--- config.mk ---
export PLATFORM = sky130hd
export DESIGN_NAME = gated_event_counter
export DESIGN_NICKNAME = d
export VERILOG_FILES = /design/src/rtl/gated_event_counter_pkg.sv /design/src/rtl/gec_sync.sv /design/src/rtl/gec_cascade.sv /design/src/rtl/gec_edge_flag.sv /design/src/rtl/gated_event_counter.sv
export SDC_FILE = /design/constraint.sdc
export NUM_CORES = 1
export LEC_CHECK = 0
export ABC_AREA = 1
export CAP_MARGIN = 10
export CORE_ASPECT_RATIO = 1.4
export CORE_UTILIZATION = 45
export CTS_BUF_LIST = sky130_fd_sc_hd__clkbuf_4
export DETAILED_ROUTE_END_ITERATION = 8
export DONT_BUFFER_PORTS = 1
export GPL_TIMING_DRIVEN = 0
export HOLD_SLACK_MARGIN = 0.06
export PLACE_DENSITY_LB_ADDON = 0.08
export SLEW_MARGIN = 30
export SYNTH_ARGS = -nofsm -noshare
export SYNTH_HDL_FRONTEND = slang
export SYNTH_SLANG_ARGS = --single-unit
--- constraint.sdc ---
create_clock -name clk -period 1.46 [get_ports clk]
set_input_delay 0.073 -clock clk [delete_from_list [all_inputs] [get_ports clk]]
set_output_delay 0.073 -clock clk [all_outputs]
set_load 0.03 [all_outputs]
--- src/rtl/gated_event_counter_pkg.sv ---
package gated_event_counter_pkg;
  typedef enum logic [1:0] {
    EDGE_FALL = 2'b00,
    EDGE_RISE = 2'b01,
    EDGE_BOTH = 2'b10
  } edge_sel_e;
endpackage

--- src/rtl/gec_sync.sv ---
module gec_sync #(
  parameter int WIDTH  = 2,
  parameter int STAGES = 2
) (
  input  logic             clk,
  input  logic             rst,
  input  logic [WIDTH-1:0] d_i,
  output logic [WIDTH-1:0] q_o
);
  logic [WIDTH-1:0] chain_q [STAGES];

  genvar s;
  generate
    for (s = 0; s < STAGES; s++) begin : g_stage
      if (s == 0) begin : g_first
        always_ff @(posedge clk) begin
          if (rst) chain_q[0] <= '0;
          else     chain_q[0] <= d_i;
        end
      end else begin : g_next
        always_ff @(posedge clk) begin
          if (rst) chain_q[s] <= '0;
          else     chain_q[s] <= chain_q[s-1];
        end
      end
    end
  endgenerate

  assign q_o = chain_q[STAGES-1];
endmodule

--- src/rtl/gec_cascade.sv ---
module gec_cascade #(
  parameter int STAGE_W    = 8,
  parameter int NUM_STAGES = 2,
  localparam int TOTAL_W   = STAGE_W * NUM_STAGES
) (
  input  logic               clk,
  input  logic               rst,
  input  logic               gate_i,
  input  logic               tick_i,
  output logic [TOTAL_W-1:0] cnt_o
);
  logic [NUM_STAGES:0] carry;
  assign carry[0] = gate_i & tick_i;

  genvar g;
  generate
    for (g = 0; g < NUM_STAGES; g++) begin : g_cnt
      logic [STAGE_W-1:0] val_q;
      always_ff @(posedge clk) begin
        if (rst)           val_q <= '0;
        else if (carry[g]) val_q <= val_q + 1'b1;
      end
      assign carry[g+1] = carry[g] & (&val_q);
      assign cnt_o[g*STAGE_W +: STAGE_W] = val_q;
    end
  endgenerate

  assert_hold_when_gated_R3: assert property (@(posedge clk) disable iff (rst)
    !gate_i |=> $stable(cnt_o));
  assert_step_wrap_R4: assert property (@(posedge clk) disable iff (rst)
    (gate_i && tick_i) |=> cnt_o == TOTAL_W'($past(cnt_o) + 1'b1));
  assert_idle_no_tick_R1: assert property (@(posedge clk) disable iff (rst)
    !tick_i |=> $stable(cnt_o));
endmodule

--- src/rtl/gec_edge_flag.sv ---
module gec_edge_flag
  import gated_event_counter_pkg::*;
(
  input  logic      clk,
  input  logic      rst,
  input  logic      gate_i,
  input  edge_sel_e edge_sel_i,
  input  logic      resample_i,
  input  logic      resample_val_i,
  input  logic      clr_i,
  output logic      flag_o,
  output logic      flag_next_o
);
  logic prev_q;
  logic rise, fall, hit;

  assign rise = gate_i & ~prev_q;
  assign fall = ~gate_i & prev_q;

  always_comb begin
    case (edge_sel_i)
      EDGE_FALL: hit = fall;
      EDGE_RISE: hit = rise;
      default:   hit = rise | fall;
    endcase
  end

  always_ff @(posedge clk) begin
    if (rst)             prev_q <= 1'b0;
    else if (resample_i) prev_q <= resample_val_i;
    else                 prev_q <= gate_i;
  end

  always_comb begin
    if (hit)        flag_next_o = 1'b1;
    else if (clr_i) flag_next_o = 1'b0;
    else            flag_next_o = flag_o;
  end

  always_ff @(posedge clk) begin
    if (rst) flag_o <= 1'b0;
    else     flag_o <= flag_next_o;
  end

  assert_flag_sticky_R8: assert property (@(posedge clk) disable iff (rst)
    (flag_o && !clr_i) |=> flag_o);
  assert_set_wins_R8: assert property (@(posedge clk) disable iff (rst)
    (clr_i && hit) |=> flag_o);
  assert_fall_only_R5: assert property (@(posedge clk) disable iff (rst)
    (edge_sel_i == EDGE_FALL && rise && !flag_o) |=> !flag_o);
  assert_rise_only_R6: assert property (@(posedge clk) disable iff (rst)
    (edge_sel_i == EDGE_RISE && fall && !flag_o) |=> !flag_o);
endmodule

--- src/rtl/gated_event_counter.sv ---
module gated_event_counter
  import gated_event_counter_pkg::*;
#(
  parameter int CNT_W       = 8,
  parameter int SYNC_STAGES = 2
) (
  input  logic             clk,
  input  logic             rst,
  input  logic             event_i,
  input  logic             gate_pin_i,
  input  logic             pwm_i,
  input  logic             ctrl_we_i,
  input  logic             ctrl_src_i,
  input  logic [1:0]       ctrl_edge_i,
  input  logic             ctrl_irq_en_i,
  input  logic             flag_we_i,
  input  logic             flag_wdata_i,
  output logic [CNT_W-1:0] cnt_lo_o,
  output logic [CNT_W-1:0] cnt_hi_o,
  output logic             flag_o,
  output logic             irq_o
);
  localparam int NUM_STAGES = 2;
  localparam int TOTAL_W    = CNT_W * NUM_STAGES;

  logic            ev_s, pin_s, ev_d, ev_rise;
  logic            src_q, en_q, en_next;
  edge_sel_e       edge_q;
  logic            gate;
  logic            flag_next;
  logic [TOTAL_W-1:0] cnt;

  gec_sync #(.WIDTH(2), .STAGES(SYNC_STAGES)) u_sync (
    .clk (clk),
    .rst (rst),
    .d_i ({event_i, gate_pin_i}),
    .q_o ({ev_s, pin_s})
  );

  always_ff @(posedge clk) begin
    if (rst) ev_d <= 1'b0;
    else     ev_d <= ev_s;
  end
  assign ev_rise = ev_s & ~ev_d;

  always_ff @(posedge clk) begin
    if (rst) begin
      src_q  <= 1'b0;
      en_q   <= 1'b0;
      edge_q <= EDGE_FALL;
    end else if (ctrl_we_i) begin
      src_q  <= ctrl_src_i;
      en_q   <= ctrl_irq_en_i;
      edge_q <= edge_sel_e'(ctrl_edge_i);
    end
  end

  assign gate    = src_q ? pwm_i : pin_s;
  assign en_next = ctrl_we_i ? ctrl_irq_en_i : en_q;

  gec_cascade #(.STAGE_W(CNT_W), .NUM_STAGES(NUM_STAGES)) u_cnt (
    .clk    (clk),
    .rst    (rst),
    .gate_i (gate),
    .tick_i (ev_rise),
    .cnt_o  (cnt)
  );

  gec_edge_flag u_edge (
    .clk            (clk),
    .rst            (rst),
    .gate_i         (gate),
    .edge_sel_i     (edge_q),
    .resample_i     (ctrl_we_i),
    .resample_val_i (ctrl_src_i ? pwm_i : pin_s),
    .clr_i          (flag_we_i & ~flag_wdata_i),
    .flag_o         (flag_o),
    .flag_next_o    (flag_next)
  );

  always_ff @(posedge clk) begin
    if (rst) irq_o <= 1'b0;
    else     irq_o <= flag_next & en_next;
  end

  assign cnt_lo_o = cnt[CNT_W-1:0];
  assign cnt_hi_o = cnt[TOTAL_W-1:CNT_W];

  assert_irq_mask_R9: assert property (@(posedge clk) disable iff (rst)
    irq_o == (flag_o && en_q));
  assert_no_switch_edge_R10: assert property (@(posedge clk) disable iff (rst)
    (ctrl_we_i && !flag_o && !(flag_we_i && !flag_wdata_i) && src_q == ctrl_src_i
     && $stable(gate)) |=> !flag_o || $past(gate) != $past(gate, 2));
  assert_reset_clear_R11: assert property (@(posedge clk)
    rst |=> (cnt == '0 && !flag_o && !irq_o && !src_q && !en_q));
endmodule

==> results of run 1 <==
[repair_timing]
action | in CTS | in global routing
gates resized for setup | 9 | 9
hold buffers | 14 | 2
hold endpoints to repair | 15 | 6
endpoints found under the setup margin | 10 | 11
[flip-flops by register name (all words and copies together) (netlist names)]
signal             count
ev_d                   1
u_edge.flag_o          1
u_cnt.g_cnt.val_q     16
u_edge.prev_q          1
en_q                   1
edge_q                 2
src_q                  1
irq_o                  1
u_sync.chain_q         4
[per-stage QoR]
| step | worst slack, ns | cells | utilization | total power (W) |
|---|---|---|---|---|
| floorplan | 0.00252 | 194 | - | 0.000886 |
| global placement | -0.119 | 231 | 0.497 | 0.000901 |
| finish | 0.105 | 251 | 0.584 | 0.00144 |
| detailed placement | -0.148 | 231 | 0.497 | 0.000905 |
| CTS | 0.000260 | 249 | 0.568 | 0.00144 |
| global route | 0.00289 | 251 | 0.584 | 0.00150 |
[routing by layer]
metal  part of all wire  global-route usage  vias to the layer above  wire length [um]
met5                  0                   0                        -                 0
met4             0.0098              0.0772                        0                29
met3              0.040              0.0405                        4               117
met2               0.51               0.373                       25              1500
met1               0.44               0.209                      554              1310
li1                   -                   -                      643                 -
[layout make-up]
| type | instances | area [sq um] |
|---|---|---|
| fill | 303 | 1200 |
| multi-input combinational | 135 | 718 |
| timing repair buffer | 16 | 160 |
| clock inverter | 1 | 30.0 |
| tap | 37 | 46.3 |
| buffer | 2 | 8.76 |
| clock buffer | 3 | 22.5 |
| inverter | 29 | 109 |
| sequential | 28 | 586 |
[power by group through the flow]
stage | Clock (W) | Combinational [W] | Sequential, W
final | 0.000515 | 0.000118 | 0.000802
after detailed placement | 0 | 0.0000807 | 0.000824
after global routing | 0.000557 | 0.000134 | 0.000805
after global placement | 0 | 0.0000776 | 0.000824
after CTS | 0.000524 | 0.000112 | 0.000805
after floorplan | 0 | 0.0000643 | 0.000822
[placed cells by master, fill, tap and decap left out, drive strengths merged, types with 3 or more instances in the layout]
cell,synthesis,final
nand2,52,52
nor2,34,34
inv,29,29
dfxtp,28,28
dlygate4sd3,0,16
a21oi,16,16
o21ai,12,12
nand3,9,9
ha,4,4
clkbuf,0,3
[final timing paths]
path / startpoint / to
worst max-delay path: u_cnt.g_cnt[0].val_q[1]$_SDFFE_PP0P_ / u_cnt.g_cnt[1].val_q[0]$_SDFFE_PP0P_
worst min-delay path: flag_we_i / u_edge.flag_o$_SDFF_PP0_
worst max register to register: u_cnt.g_cnt[0].val_q[1]$_SDFFE_PP0P_ / u_cnt.g_cnt[1].val_q[0]$_SDFFE_PP0P_
worst min register to register: u_sync.chain_q[0][1]$_SDFF_PP0_ / u_sync.chain_q[1][1]$_SDFF_PP0_
[critical path, cell delays in order (launching register included)]
cell and delay, ns:
sky130_fd_sc_hd__dfxtp_4 0.47, sky130_fd_sc_hd__ha_4 0.18, sky130_fd_sc_hd__nand2_2 0.07, sky130_fd_sc_hd__nor2_4 0.14, sky130_fd_sc_hd__nand2_4 0.08, sky130_fd_sc_hd__nor2_8 0.15
sky130_fd_sc_hd__nand2_1 0.08, sky130_fd_sc_hd__a21oi_2 0.12
[logic make-up (layout without fill, tap and decap cells)]
logic type,after synthesis,after routing,synth area share
and+or+nand+nor,98,98,0.330
buffers and inverters,31,51,0.0851
AOI/OAI and AO/OA,29,29,0.118
DFF,28,28,0.406
adders and majority gates,4,4,0.0362
xor gates and xnor gates,4,4,0.0254
==> run_summary.xml, run 1 <==
<?xml version="1.0" encoding="UTF-8"?>
<metrics>
  <group name="timing">
    <metric name="rsz_0062_raised_after_global_routing" unit="">no</metric>
    <metric name="worst_pin_slew" unit="ns">0.476</metric>
    <metric name="post-route-period-util" unit="">0.928</metric>
    <metric name="final_critical_period" unit="ns">1.36</metric>
    <metric name="post_route_setup_tns" unit="ns">0</metric>
    <metric name="slew-limit-headroom" unit="">0.683</metric>
    <metric name="clock-skew-final" unit="ns">0.00705</metric>
    <metric name="hold_viol_final" unit="">0</metric>
    <metric name="final-max-slew-violation-count" unit="">0</metric>
    <metric name="fmaxAchievable" unit="MHz">738</metric>
    <metric name="holdWs" unit="ns">0.0786</metric>
    <metric name="setup_failing_eps_final" unit="">0</metric>
  </group>
  <group name="worst_setup_path">
    <metric name="r2r_cells" unit="">7</metric>
    <metric name="setup.worst_path.end_class" unit="">flop</metric>
    <metric name="ff2ff_setup_slack" unit="ns">0.10</metric>
    <metric name="worst-path-max-fanout" unit="">7</metric>
    <metric name="critPathLaunchType" unit="">flop</metric>
    <metric name="worst-setup-path-type" unit="">flop to flop</metric>
    <metric name="cp_data_arrival_time" unit="ns">1.63</metric>
    <metric name="critical_path_required" unit="ns">1.73</metric>
  </group>
  <group name="yosys">
    <metric name="cells_taking_the_most_area_after_synthesis" unit="">sky130_fd_sc_hd__dfxtp_1 41%, sky130_fd_sc_hd__nand2_1 13%, sky130_fd_sc_hd__nor2_1 7.6%</metric>
    <metric name="synth_async_sr_flop_share" unit="">0</metric>
    <metric name="post_synth_inst_count" unit="">194</metric>
    <metric name="synth-seq-area-share" unit="">0.406</metric>
    <metric name="synth-main-ff-cell" unit="">sky130_fd_sc_hd__dfxtp_1</metric>
    <metric name="yosysUniqueCellTypes" unit="">23</metric>
    <metric name="synth_largest_area_cell" unit="">sky130_fd_sc_hd__dfxtp_1</metric>
    <metric name="synth_nets" unit="">210</metric>
    <metric name="synthesis.area_per_instance" unit="sq um">7.12</metric>
    <metric name="ys_ff_latch" unit="">28</metric>
    <metric name="most_frequent_cell_after_synthesis" unit="">sky130_fd_sc_hd__nand2_1</metric>
    <metric name="post_synth_top_area_share" unit="">0.406</metric>
    <metric name="synth-warning-count" unit="">0</metric>
    <metric name="netlist_area" unit="sq mm">0.00138</metric>
    <metric name="number_of_enable_type_register_cells_in_the_synthesized_netlist" unit="">0</metric>
    <metric name="synth_commonest_cells" unit="">48 x sky130_fd_sc_hd__nand2_1, 28 x sky130_fd_sc_hd__dfxtp_1, 28 x sky130_fd_sc_hd__nor2_1</metric>
  </group>
  <group name="final_layout">
    <metric name="final_layout_size_suffix_gt1_frac" unit="">0.164</metric>
    <metric name="area_delta_synth_final" unit="%">21.6</metric>
    <metric name="num_antenna_cells" unit="">0</metric>
    <metric name="finish.net_count" unit="">231</metric>
    <metric name="final_design_area_no_fill" unit="sq mm">0.00168</metric>
  </group>
  <group name="pwr">
    <metric name="power.share.sequential" unit="">0.559</metric>
    <metric name="power.density" unit="mW/mm^2">854</metric>
    <metric name="p_sw" unit="W">0.000324</metric>
    <metric name="comb_power_share" unit="">0.082</metric>
    <metric name="clock_power_share" unit="">0.359</metric>
    <metric name="power.ir.vdd_worst" unit="V">0.000557</metric>
    <metric name="p_int" unit="W">0.00111</metric>
    <metric name="p_leak" unit="nW">0.694</metric>
    <metric name="share_of_total_power_consumed_by_net_switching" unit="">0.226</metric>
  </group>
  <group name="die">
    <metric name="initial_utilization" unit="">0.480</metric>
    <metric name="core_area" unit="sq mm">0.00288</metric>
    <metric name="core.rowCount" unit="">23</metric>
    <metric name="die_h" unit="um">67.6</metric>
    <metric name="io_pins" unit="">30</metric>
    <metric name="die_width" unit="um">48.8</metric>
    <metric name="dieArea" unit="sq mm">0.00330</metric>
  </group>
  <group name="clock_tree">
    <metric name="clock_insertion_delay_worst_skew" unit="ns">0.33</metric>
    <metric name="cts_buffer_depth" unit="">2</metric>
    <metric name="htreeDepth" unit="">1</metric>
    <metric name="cts_inserted_buffers" unit="">3</metric>
    <metric name="post-cts-setup-buffer-count" unit="">0</metric>
    <metric name="cts_root_buf" unit="">sky130_fd_sc_hd__clkbuf_4</metric>
    <metric name="tritoncts" unit="">built</metric>
    <metric name="clock-sinks" unit="">28</metric>
    <metric name="clk_pin_slew_worst_paths" unit="ns">0.16</metric>
  </group>
  <group name="drt">
    <metric name="drt-initial-drc-count" unit="">20</metric>
    <metric name="antenna_left" unit="">0</metric>
    <metric name="postRouteWirelength" unit="mm">2.95</metric>
    <metric name="detail_route.drc_violations" unit="">0</metric>
    <metric name="wl_per_cell" unit="um">11.8</metric>
    <metric name="detail_route.vias_per_cell" unit="">4.88</metric>
    <metric name="vias" unit="">1226</metric>
    <metric name="first_pass_iters" unit="">4</metric>
  </group>
  <group name="global_route">
    <metric name="maximum_number_of_pins_on_one_net_before_global_route_repair" unit="">17</metric>
    <metric name="grt_pass1_vias" unit="">1183</metric>
    <metric name="grt_first_pass_wirelength" unit="mm">4.90</metric>
    <metric name="grt_antenna_before_repair" unit="">0</metric>
    <metric name="globalRouteTotalUtil" unit="">0.195</metric>
    <metric name="grt_overflow_total" unit="">0</metric>
  </group>
  <group name="placement">
    <metric name="dpl-instance-area" unit="sq mm">0.00143</metric>
    <metric name="detailedPlacementHpwl" unit="mm">2.01</metric>
    <metric name="placement.io_buffers" unit="">0</metric>
    <metric name="gp_routability_congestion" unit="">0.738</metric>
  </group>
  <group name="outcome">
    <metric name="outcome" unit="">finished clean</metric>
  </group>
  <group name="hold_path">
    <metric name="worstHoldPathType" unit="">primary input to flop</metric>
    <metric name="min_delay_path_depth" unit="">5</metric>
  </group>
  <group name="job">
    <metric name="cap_viol_max_count" unit="">0</metric>
  </group>
</metrics>
Note: power is estimated with default switching activity, not from simulation.
==> inputs of run 2 (changes only) <==
- ABC_AREA: 1 -> 0
- CORE_MARGIN: not set -> 2
==> run 2 against run 1 <==
  * The flow now finishes with violations (setup timing)
  * Maximum frequency is 11% lower
  * Total power is 2.5% lower
  * Hold slack better by 0.042 ns
  * Die area is 2.4% lower
  * Critical path depth is 2 lower
  * First-iteration DRC count is 15% lower
  * Global-route usage is 3.3 points lower
  * Core utilization is 0.27 points higher
  * Highest routed layer unchanged
==> run_summary.xml, run 2 <==
<?xml version="1.0" encoding="UTF-8"?>
<metrics>
  <group name="hold_path">
    <metric name="hold_path.startpoint" unit="">rst</metric>
    <metric name="worstHoldPathType" unit="">primary input to flop</metric>
    <metric name="hold_path_endpoint" unit="">u_sync.chain_q[0][0]$_SDFF_PP0_</metric>
    <metric name="min_delay_path_depth" unit="">2</metric>
  </group>
  <group name="final_layout">
    <metric name="area_delta_synth_final" unit="%">24.1</metric>
    <metric name="num_antenna_cells" unit="">0</metric>
    <metric name="finish.net_count" unit="">163</metric>
    <metric name="largest_register_ff_count" unit="">16</metric>
    <metric name="reg_top3" unit="">u_cnt.g_cnt.val_q: 16 flops, u_sync.chain_q: 4 flops, edge_q: 2 flops</metric>
    <metric name="regMostFlops" unit="">u_cnt.g_cnt.val_q</metric>
    <metric name="filler_cell_count" unit="">253</metric>
    <metric name="final_layout_size_suffix_gt1_frac" unit="">0.274</metric>
    <metric name="mostFrequentLayoutCells" unit="">16 x sky130_fd_sc_hd__nor2_1, 15 x sky130_fd_sc_hd__dfxtp_1, 10 x sky130_fd_sc_hd__dlygate4sd3_1</metric>
    <metric name="final_design_area_no_fill" unit="sq mm">0.00155</metric>
    <metric name="final_common_cell" unit="">sky130_fd_sc_hd__nor2_1</metric>
  </group>
  <group name="die">
    <metric name="initial_utilization" unit="">0.473</metric>
    <metric name="die_h" unit="um">66.3</metric>
    <metric name="die_width" unit="um">48.5</metric>
    <metric name="dieArea" unit="sq mm">0.00322</metric>
    <metric name="core_area" unit="sq mm">0.00264</metric>
    <metric name="io_pins" unit="">30</metric>
    <metric name="core.rowCount" unit="">22</metric>
  </group>
  <group name="global_route">
    <metric name="maximum_number_of_pins_on_one_net_before_global_route_repair" unit="">17</metric>
    <metric name="globalRouteTotalUtil" unit="">0.163</metric>
    <metric name="grt_first_pass_wirelength" unit="mm">4.05</metric>
    <metric name="grt_overflow_total" unit="">0</metric>
    <metric name="grt_antenna_before_repair" unit="">0</metric>
    <metric name="grt_pass1_vias" unit="">952</metric>
  </group>
  <group name="clock_tree">
    <metric name="cts_root_buf" unit="">sky130_fd_sc_hd__clkbuf_4</metric>
    <metric name="clk_pin_slew_worst_paths" unit="ns">0.15</metric>
    <metric name="cts_inserted_buffers" unit="">3</metric>
    <metric name="htreeDepth" unit="">1</metric>
    <metric name="tritoncts" unit="">built</metric>
    <metric name="clock_insertion_delay_worst_skew" unit="ns">0.32</metric>
    <metric name="cts_buffer_depth" unit="">2</metric>
    <metric name="clock-sinks" unit="">28</metric>
  </group>
  <group name="yosys">
    <metric name="synth-seq-area-share" unit="">0.449</metric>
    <metric name="synth_nets" unit="">145</metric>
    <metric name="yosysUniqueCellTypes" unit="">35</metric>
    <metric name="synth_async_sr_flop_share" unit="">0</metric>
    <metric name="synth_largest_area_cell" unit="">sky130_fd_sc_hd__dfxtp_1</metric>
    <metric name="cells_taking_the_most_area_after_synthesis" unit="">sky130_fd_sc_hd__dfxtp_1 45%, sky130_fd_sc_hd__mux2i_1 6.4%, sky130_fd_sc_hd__nor2_1 4.8%</metric>
    <metric name="netlist_area" unit="sq mm">0.00125</metric>
    <metric name="synth-main-ff-cell" unit="">sky130_fd_sc_hd__dfxtp_1</metric>
    <metric name="synthesis.area_per_instance" unit="sq um">9.68</metric>
    <metric name="number_of_enable_type_register_cells_in_the_synthesized_netlist" unit="">0</metric>
    <metric name="synth_commonest_cells" unit="">28 x sky130_fd_sc_hd__dfxtp_1, 16 x sky130_fd_sc_hd__nor2_1, 8 x sky130_fd_sc_hd__mux2i_1</metric>
    <metric name="most_frequent_cell_after_synthesis" unit="">sky130_fd_sc_hd__dfxtp_1</metric>
    <metric name="ys_ff_latch" unit="">28</metric>
    <metric name="post_synth_inst_count" unit="">129</metric>
    <metric name="synth-warning-count" unit="">0</metric>
    <metric name="post_synth_top_area_share" unit="">0.449</metric>
  </group>
  <group name="timing">
    <metric name="slew-limit-headroom" unit="">0.628</metric>
    <metric name="fmaxAchievable" unit="MHz">654</metric>
    <metric name="final_critical_period" unit="ns">1.53</metric>
    <metric name="post-route-worst-setup-slack" unit="ns">-0.0684</metric>
    <metric name="worst_pin_slew" unit="ns">0.558</metric>
    <metric name="post-route-period-util" unit="">1.05</metric>
    <metric name="holdWs" unit="ns">0.120</metric>
    <metric name="rsz_0062_raised_after_global_routing" unit="">yes</metric>
    <metric name="final-max-slew-violation-count" unit="">0</metric>
    <metric name="setup_failing_eps_final" unit="">3</metric>
    <metric name="clock-skew-final" unit="ns">0.00594</metric>
    <metric name="hold_viol_final" unit="">0</metric>
  </group>
  <group name="drt">
    <metric name="drt-initial-drc-count" unit="">17</metric>
    <metric name="antenna_left" unit="">0</metric>
    <metric name="detail_route.vias_per_cell" unit="">5.34</metric>
    <metric name="first_pass_iters" unit="">4</metric>
    <metric name="detail_route.drc_violations" unit="">0</metric>
    <metric name="wl_per_cell" unit="um">13.4</metric>
    <metric name="vias" unit="">972</metric>
    <metric name="postRouteWirelength" unit="mm">2.45</metric>
  </group>
  <group name="placement">
    <metric name="detailedPlacementHpwl" unit="mm">1.74</metric>
    <metric name="placement.io_buffers" unit="">0</metric>
    <metric name="dpl-instance-area" unit="sq mm">0.00133</metric>
    <metric name="gp_routability_congestion" unit="">0.745</metric>
  </group>
  <group name="outcome">
    <metric name="outcome" unit="">finished with violations</metric>
    <metric name="failed_checks" unit="">setup timing</metric>
  </group>
  <group name="job">
    <metric name="cap_viol_max_count" unit="">0</metric>
  </group>
  <group name="worst_setup_path">
    <metric name="worst-path-max-fanout" unit="">6</metric>
    <metric name="cp_data_arrival_time" unit="ns">1.76</metric>
    <metric name="critPathLaunchType" unit="">flop</metric>
    <metric name="r2r-start" unit="">u_cnt.g_cnt[0].val_q[0]$_SDFFE_PP0P_</metric>
    <metric name="critical_path_required" unit="ns">1.69</metric>
    <metric name="r2r_cells" unit="">5</metric>
    <metric name="worst-setup-path-type" unit="">flop to flop</metric>
    <metric name="setup.worst_path.end_class" unit="">flop</metric>
    <metric name="destination_of_the_worst_register_to_register_timing_path" unit="">u_cnt.g_cnt[1].val_q[4]$_SDFFE_PP0P_</metric>
    <metric name="ff2ff_setup_slack" unit="ns">-0.07</metric>
  </group>
  <group name="pwr">
    <metric name="power.ir.vdd_worst" unit="V">0.000679</metric>
    <metric name="p_leak" unit="nW">0.543</metric>
    <metric name="power.density" unit="mW/mm^2">903</metric>
  </group>
</metrics>
==> run 2: cell count changes in the layout (fill, tap and decap cells not counted), moves of 5 or more <==
| cell | before | now |
|---|---|---|
| sky130_fd_sc_hd__nor2_1 | 28 | 16 |
| sky130_fd_sc_hd__a21oi_1 | 12 | 5 |
| sky130_fd_sc_hd__o21ai_0 | 12 | 5 |
| sky130_fd_sc_hd__nor2b_1 | 0 | 7 |
| sky130_fd_sc_hd__mux2i_1 | 0 | 8 |
| sky130_fd_sc_hd__nand3_1 | 9 | 4 |
| sky130_fd_sc_hd__inv_1 | 27 | 4 |
| sky130_fd_sc_hd__nand2_1 | 47 | 3 |
| sky130_fd_sc_hd__dlygate4sd3_1 | 16 | 10 |
==> run 2: kinds of logic after synthesis <==
| family | synth area share |
|---|---|
| xor+xnor | 0.0421 |
| mux | 0.103 |
| fa+ha+maj | 0.0401 |
| buf+inv | 0.0381 |
| simple gates | 0.256 |
| flops | 0.449 |
| compound gates | 0.0721 |
==> run 2: through the flow <==
step	instances	TNS (ns)	total power, W	util	worst slack (ns)
3_5_place_dp	165	-0.903	0.000887	0.502	-0.168
4_1_cts	179	-0.165	0.00141	0.566	-0.0620
5_1_grt	182	-0.447	0.00147	0.587	-0.100
2_1_floorplan	129	-0.0459	0.000870	-	-0.0459
6_report	182	-0.119	0.00140	0.587	-0.0684
3_3_place_gp	165	-0.660	0.000884	0.502	-0.146
==> run 2: what timing repair did <==
item | 4_1_cts | 5_1_grt
hold buffers | 10 | 0
pin swaps | 4 | 3
resized for setup | 10 | 6
setup endpoints to repair | 10 | 11
hold endpoints to repair | 11 | 0
setup buffers | 1 | 3
==> run 2: cell type report <==
class	instances	area, sq um	share of cell area
Inverter	5	21.3	0.0137
Timing Repair Buffer	14	134	0.0864
Sequential cell	28	589	0.380
Clock buffer	3	22.5	0.0145
Multi-Input combinational cell	91	693	0.447
Buffer	4	15.0	0.00969
Clock inverter	1	30.0	0.0194
Tap cell	36	45.0	0.0291
==> run 2: critical path: stages, from the launching register on <==
cell	delay, ns
sky130_fd_sc_hd__dfxtp_4	0.46
sky130_fd_sc_hd__ha_4	0.15
sky130_fd_sc_hd__and3b_2	0.21
sky130_fd_sc_hd__and3_4	0.25
sky130_fd_sc_hd__nand3_4	0.08
sky130_fd_sc_hd__mux2_4	0.30
==> run 2: worst max-delay path by stage <==
stage / from / end / slack, ns / depth (start not counted)
finish: u_cnt.g_cnt[0].val_q[0]$_SDFFE_PP0P_ / u_cnt.g_cnt[1].val_q[4]$_SDFFE_PP0P_ / -0.07 / 5
global route: u_cnt.g_cnt[0].val_q[0]$_SDFFE_PP0P_ / u_cnt.g_cnt[1].val_q[3]$_SDFFE_PP0P_ / -0.10 / 5
CTS: u_cnt.g_cnt[0].val_q[0]$_SDFFE_PP0P_ / u_cnt.g_cnt[1].val_q[4]$_SDFFE_PP0P_ / -0.06 / 5
detailed placement: src_q$_SDFFE_PP0P_ / u_cnt.g_cnt[1].val_q[4]$_SDFFE_PP0P_ / -0.17 / 6
global placement: src_q$_SDFFE_PP0P_ / u_cnt.g_cnt[1].val_q[4]$_SDFFE_PP0P_ / -0.15 / 6
floorplan: src_q$_SDFFE_PP0P_ / u_cnt.g_cnt[1].val_q[4]$_SDFFE_PP0P_ / -0.05 / 6
==> run 2: metal layers <==
metal / track usage / vias to the layer above / part of all wire
li1: - / 484 / -
met1: 0.162 / 466 / 0.40
met2: 0.323 / 20 / 0.54
met3: 0.0294 / 2 / 0.045
met4: 0.0750 / 0 / 0.0094
met5: 0 / - / 0
==> run 2: where the power goes <==
group,total (W),switching [W],leakage [nW],internal (W)
Combinational,0.000111,0.0000513,0.279,0.0000594
Sequential,0.000793,0.0000193,0.236,0.000773
Clock,0.000497,0.000219,0.0279,0.000277
Total,0.00140,0.000290,0.543,0.00111
==> inputs of run 3 (changes only) <==
==> constraint.sdc (replaced) <==
create_clock -name clk -period 1.46 [get_ports clk]
set_input_delay 0.292 -clock clk [delete_from_list [all_inputs] [get_ports clk]]
set_output_delay 0.292 -clock clk [all_outputs]
set_load 0.03 [all_outputs]
==> run 3 against run 2 <==
  * Non-clock buffer count decreased by 10
  * Worst setup slack hardly changed
  * Sequential power barely moved
  * Via count is 3.2% lower
  * Core utilization decreased by 3.8 points
  * Critical path depth is the same
  * Final cell count is 5.5% lower
  * Sequential cell count unchanged
  * Count of clock-buffer cells in the layout stayed put
  * Clock skew is essentially flat
  * Hold slack got worse by 0.033 ns
  * The run still ends with setup timing left
  * Die area did not move
  * Critical endpoint unchanged
==> run_summary.xml, run 3 (synthesis gave the netlist of run 2 again) <==
<?xml version="1.0" encoding="UTF-8"?>
<metrics>
  <group name="worst_setup_path">
    <metric name="critPathLaunchType" unit="">flop</metric>
    <metric name="critical_path_required" unit="ns">1.69</metric>
    <metric name="cp_data_arrival_time" unit="ns">1.76</metric>
    <metric name="setup.worst_path.end_class" unit="">flop</metric>
    <metric name="worst-setup-path-type" unit="">flop to flop</metric>
    <metric name="worst-path-max-fanout" unit="">6</metric>
  </group>
  <group name="timing">
    <metric name="setup_failing_eps_final" unit="">3</metric>
    <metric name="post-route-period-util" unit="">1.05</metric>
    <metric name="final-max-slew-violation-count" unit="">0</metric>
    <metric name="rsz_0062_raised_after_global_routing" unit="">yes</metric>
    <metric name="slew-limit-headroom" unit="">0.621</metric>
    <metric name="final_critical_period" unit="ns">1.53</metric>
    <metric name="fmaxAchievable" unit="MHz">654</metric>
    <metric name="hold_viol_final" unit="">0</metric>
    <metric name="worst_pin_slew" unit="ns">0.568</metric>
    <metric name="post-route-worst-setup-slack" unit="ns">-0.0682</metric>
    <metric name="clock-skew-final" unit="ns">0.00599</metric>
    <metric name="post_route_setup_tns" unit="ns">-0.119</metric>
  </group>
  <group name="global_route">
    <metric name="grt_overflow_total" unit="">0</metric>
    <metric name="grt_first_pass_wirelength" unit="mm">4.02</metric>
    <metric name="grt_pass1_vias" unit="">929</metric>
    <metric name="grt_antenna_before_repair" unit="">0</metric>
    <metric name="maximum_number_of_pins_on_one_net_before_global_route_repair" unit="">17</metric>
    <metric name="globalRouteTotalUtil" unit="">0.162</metric>
  </group>
  <group name="clock_tree">
    <metric name="htreeDepth" unit="">1</metric>
    <metric name="cts_buffer_depth" unit="">2</metric>
    <metric name="tritoncts" unit="">built</metric>
    <metric name="clock_insertion_delay_worst_skew" unit="ns">0.32</metric>
    <metric name="clk_pin_slew_worst_paths" unit="ns">0.15</metric>
    <metric name="cts_inserted_buffers" unit="">3</metric>
    <metric name="clock-sinks" unit="">28</metric>
    <metric name="cts_hold_repair.buffers" unit="">0</metric>
    <metric name="cts_root_buf" unit="">sky130_fd_sc_hd__clkbuf_4</metric>
  </group>
  <group name="drt">
    <metric name="vias" unit="">941</metric>
    <metric name="detail_route.vias_per_cell" unit="">5.47</metric>
    <metric name="first_pass_iters" unit="">4</metric>
    <metric name="wl_per_cell" unit="um">13.9</metric>
    <metric name="detail_route.drc_violations" unit="">0</metric>
    <metric name="drt-initial-drc-count" unit="">19</metric>
    <metric name="postRouteWirelength" unit="mm">2.39</metric>
    <metric name="antenna_left" unit="">0</metric>
  </group>
  <group name="outcome">
    <metric name="outcome" unit="">finished with violations</metric>
    <metric name="failed_checks" unit="">setup timing</metric>
  </group>
  <group name="pwr">
    <metric name="comb_power_share" unit="">0.065</metric>
    <metric name="p_leak" unit="nW">0.503</metric>
    <metric name="power.share.sequential" unit="">0.575</metric>
    <metric name="p_sw" unit="W">0.000286</metric>
    <metric name="power.ir.vdd_worst" unit="V">0.000679</metric>
    <metric name="power.total" unit="W">0.00138</metric>
    <metric name="clock_power_share" unit="">0.360</metric>
    <metric name="share_of_total_power_consumed_by_net_switching" unit="">0.207</metric>
    <metric name="power.density" unit="mW/mm^2">950</metric>
    <metric name="p_int" unit="W">0.00109</metric>
  </group>
  <group name="die">
    <metric name="core.rowCount" unit="">22</metric>
    <metric name="dieArea" unit="sq mm">0.00322</metric>
    <metric name="die_width" unit="um">48.5</metric>
    <metric name="core_area" unit="sq mm">0.00264</metric>
    <metric name="die_h" unit="um">66.3</metric>
    <metric name="initial_utilization" unit="">0.473</metric>
    <metric name="io_pins" unit="">30</metric>
  </group>
  <group name="final_layout">
    <metric name="num_antenna_cells" unit="">0</metric>
    <metric name="finalCoreUtilization" unit="">0.549</metric>
    <metric name="reg_top3" unit="">u_cnt.g_cnt.val_q: 16 flops, u_sync.chain_q: 4 flops, edge_q: 2 flops</metric>
    <metric name="regMostFlops" unit="">u_cnt.g_cnt.val_q</metric>
    <metric name="area_delta_synth_final" unit="%">16.1</metric>
    <metric name="mostFrequentLayoutCells" unit="">16 x sky130_fd_sc_hd__nor2_1, 15 x sky130_fd_sc_hd__dfxtp_1, 8 x sky130_fd_sc_hd__mux2i_1, 8 x sky130_fd_sc_hd__dfxtp_2, 7 x sky130_fd_sc_hd__nor2b_1</metric>
    <metric name="final_layout_size_suffix_gt1_frac" unit="">0.294</metric>
    <metric name="final_design_area_no_fill" unit="sq mm">0.00145</metric>
    <metric name="largest_register_ff_count" unit="">16</metric>
    <metric name="final_common_cell" unit="">sky130_fd_sc_hd__nor2_1</metric>
    <metric name="finish.net_count" unit="">153</metric>
  </group>
  <group name="placement">
    <metric name="gp_routability_congestion" unit="">0.745</metric>
    <metric name="dpl-instance-area" unit="sq mm">0.00133</metric>
    <metric name="detailedPlacementHpwl" unit="mm">1.74</metric>
    <metric name="placement.io_buffers" unit="">0</metric>
  </group>
  <group name="job">
    <metric name="cap_viol_max_count" unit="">0</metric>
  </group>
  <group name="hold_path">
    <metric name="worstHoldPathType" unit="">primary input to flop</metric>
  </group>
</metrics>
-- run 3: power by group through the flow --
| stage | clock network (W) | registers (W) | logic (W) |
|---|---|---|---|
| finish | 0.000497 | 0.000793 | 0.0000890 |
| global route | 0.000550 | 0.000796 | 0.000102 |
| CTS | 0.000521 | 0.000795 | 0.0000751 |
| detailed placement | 0 | 0.000815 | 0.0000713 |
| global placement | 0 | 0.000815 | 0.0000695 |
| floorplan | 0 | 0.000813 | 0.0000570 |
-- run 3: repair_timing --
action | in CTS | in global routing
endpoints found under the setup margin | 10 | 11
pin swaps | 4 | 3
buffers inserted | 1 | 3
gates resized for setup | 10 | 6
hold endpoints to repair | 0 | 0
-- run 3: routing by layer --
layer,vias up,GRT usage,wire length [um]
li1,463,-,-
met1,455,0.158,935
met2,21,0.321,1300
met3,2,0.0339,124
met4,0,0.0750,23
met5,-,0,0
-- run 3: cell type report --
type	instances	area [sq um]
clock inverters	1	30.0
multi-input cells	91	693
well taps	36	45.0
inverters	5	21.3
repair buffers	4	33.8
fillers	261	1190
clock buffers	3	22.5
plain buffers	4	15.0
flip-flops and latches	28	589
-- run 3: stage by stage --
step	worst slack (ns)	cells	hold slack, ns
after floorplan	-0.0459	129	0.414
after global placement	-0.146	165	0.422
after detailed placement	-0.168	165	0.429
after CTS	-0.0620	169	0.0732
after global routing	-0.100	172	0.0602
final	-0.0682	172	0.0878
-- run 3: worst paths after layout --
path	from	to	slack, ns	depth (start not counted)
hold reg to reg	u_sync.chain_q[0][1]$_SDFF_PP0_	u_sync.chain_q[1][1]$_SDFF_PP0_	0.46	1
hold / removal	gate_pin_i	u_sync.chain_q[0][0]$_SDFF_PP0_	0.09	1
setup reg to reg	u_cnt.g_cnt[0].val_q[0]$_SDFFE_PP0P_	u_cnt.g_cnt[1].val_q[4]$_SDFFE_PP0P_	-0.07	5
setup / recovery	u_cnt.g_cnt[0].val_q[0]$_SDFFE_PP0P_	u_cnt.g_cnt[1].val_q[4]$_SDFFE_PP0P_	-0.07	5
-- run 3: worst max-delay path: stages, from the launching register on --
cell	delay (ns)
sky130_fd_sc_hd__dfxtp_4	0.46
sky130_fd_sc_hd__ha_4	0.15
sky130_fd_sc_hd__and3b_2	0.21
sky130_fd_sc_hd__and3_4	0.25
sky130_fd_sc_hd__nand3_4	0.08
sky130_fd_sc_hd__mux2_4	0.30
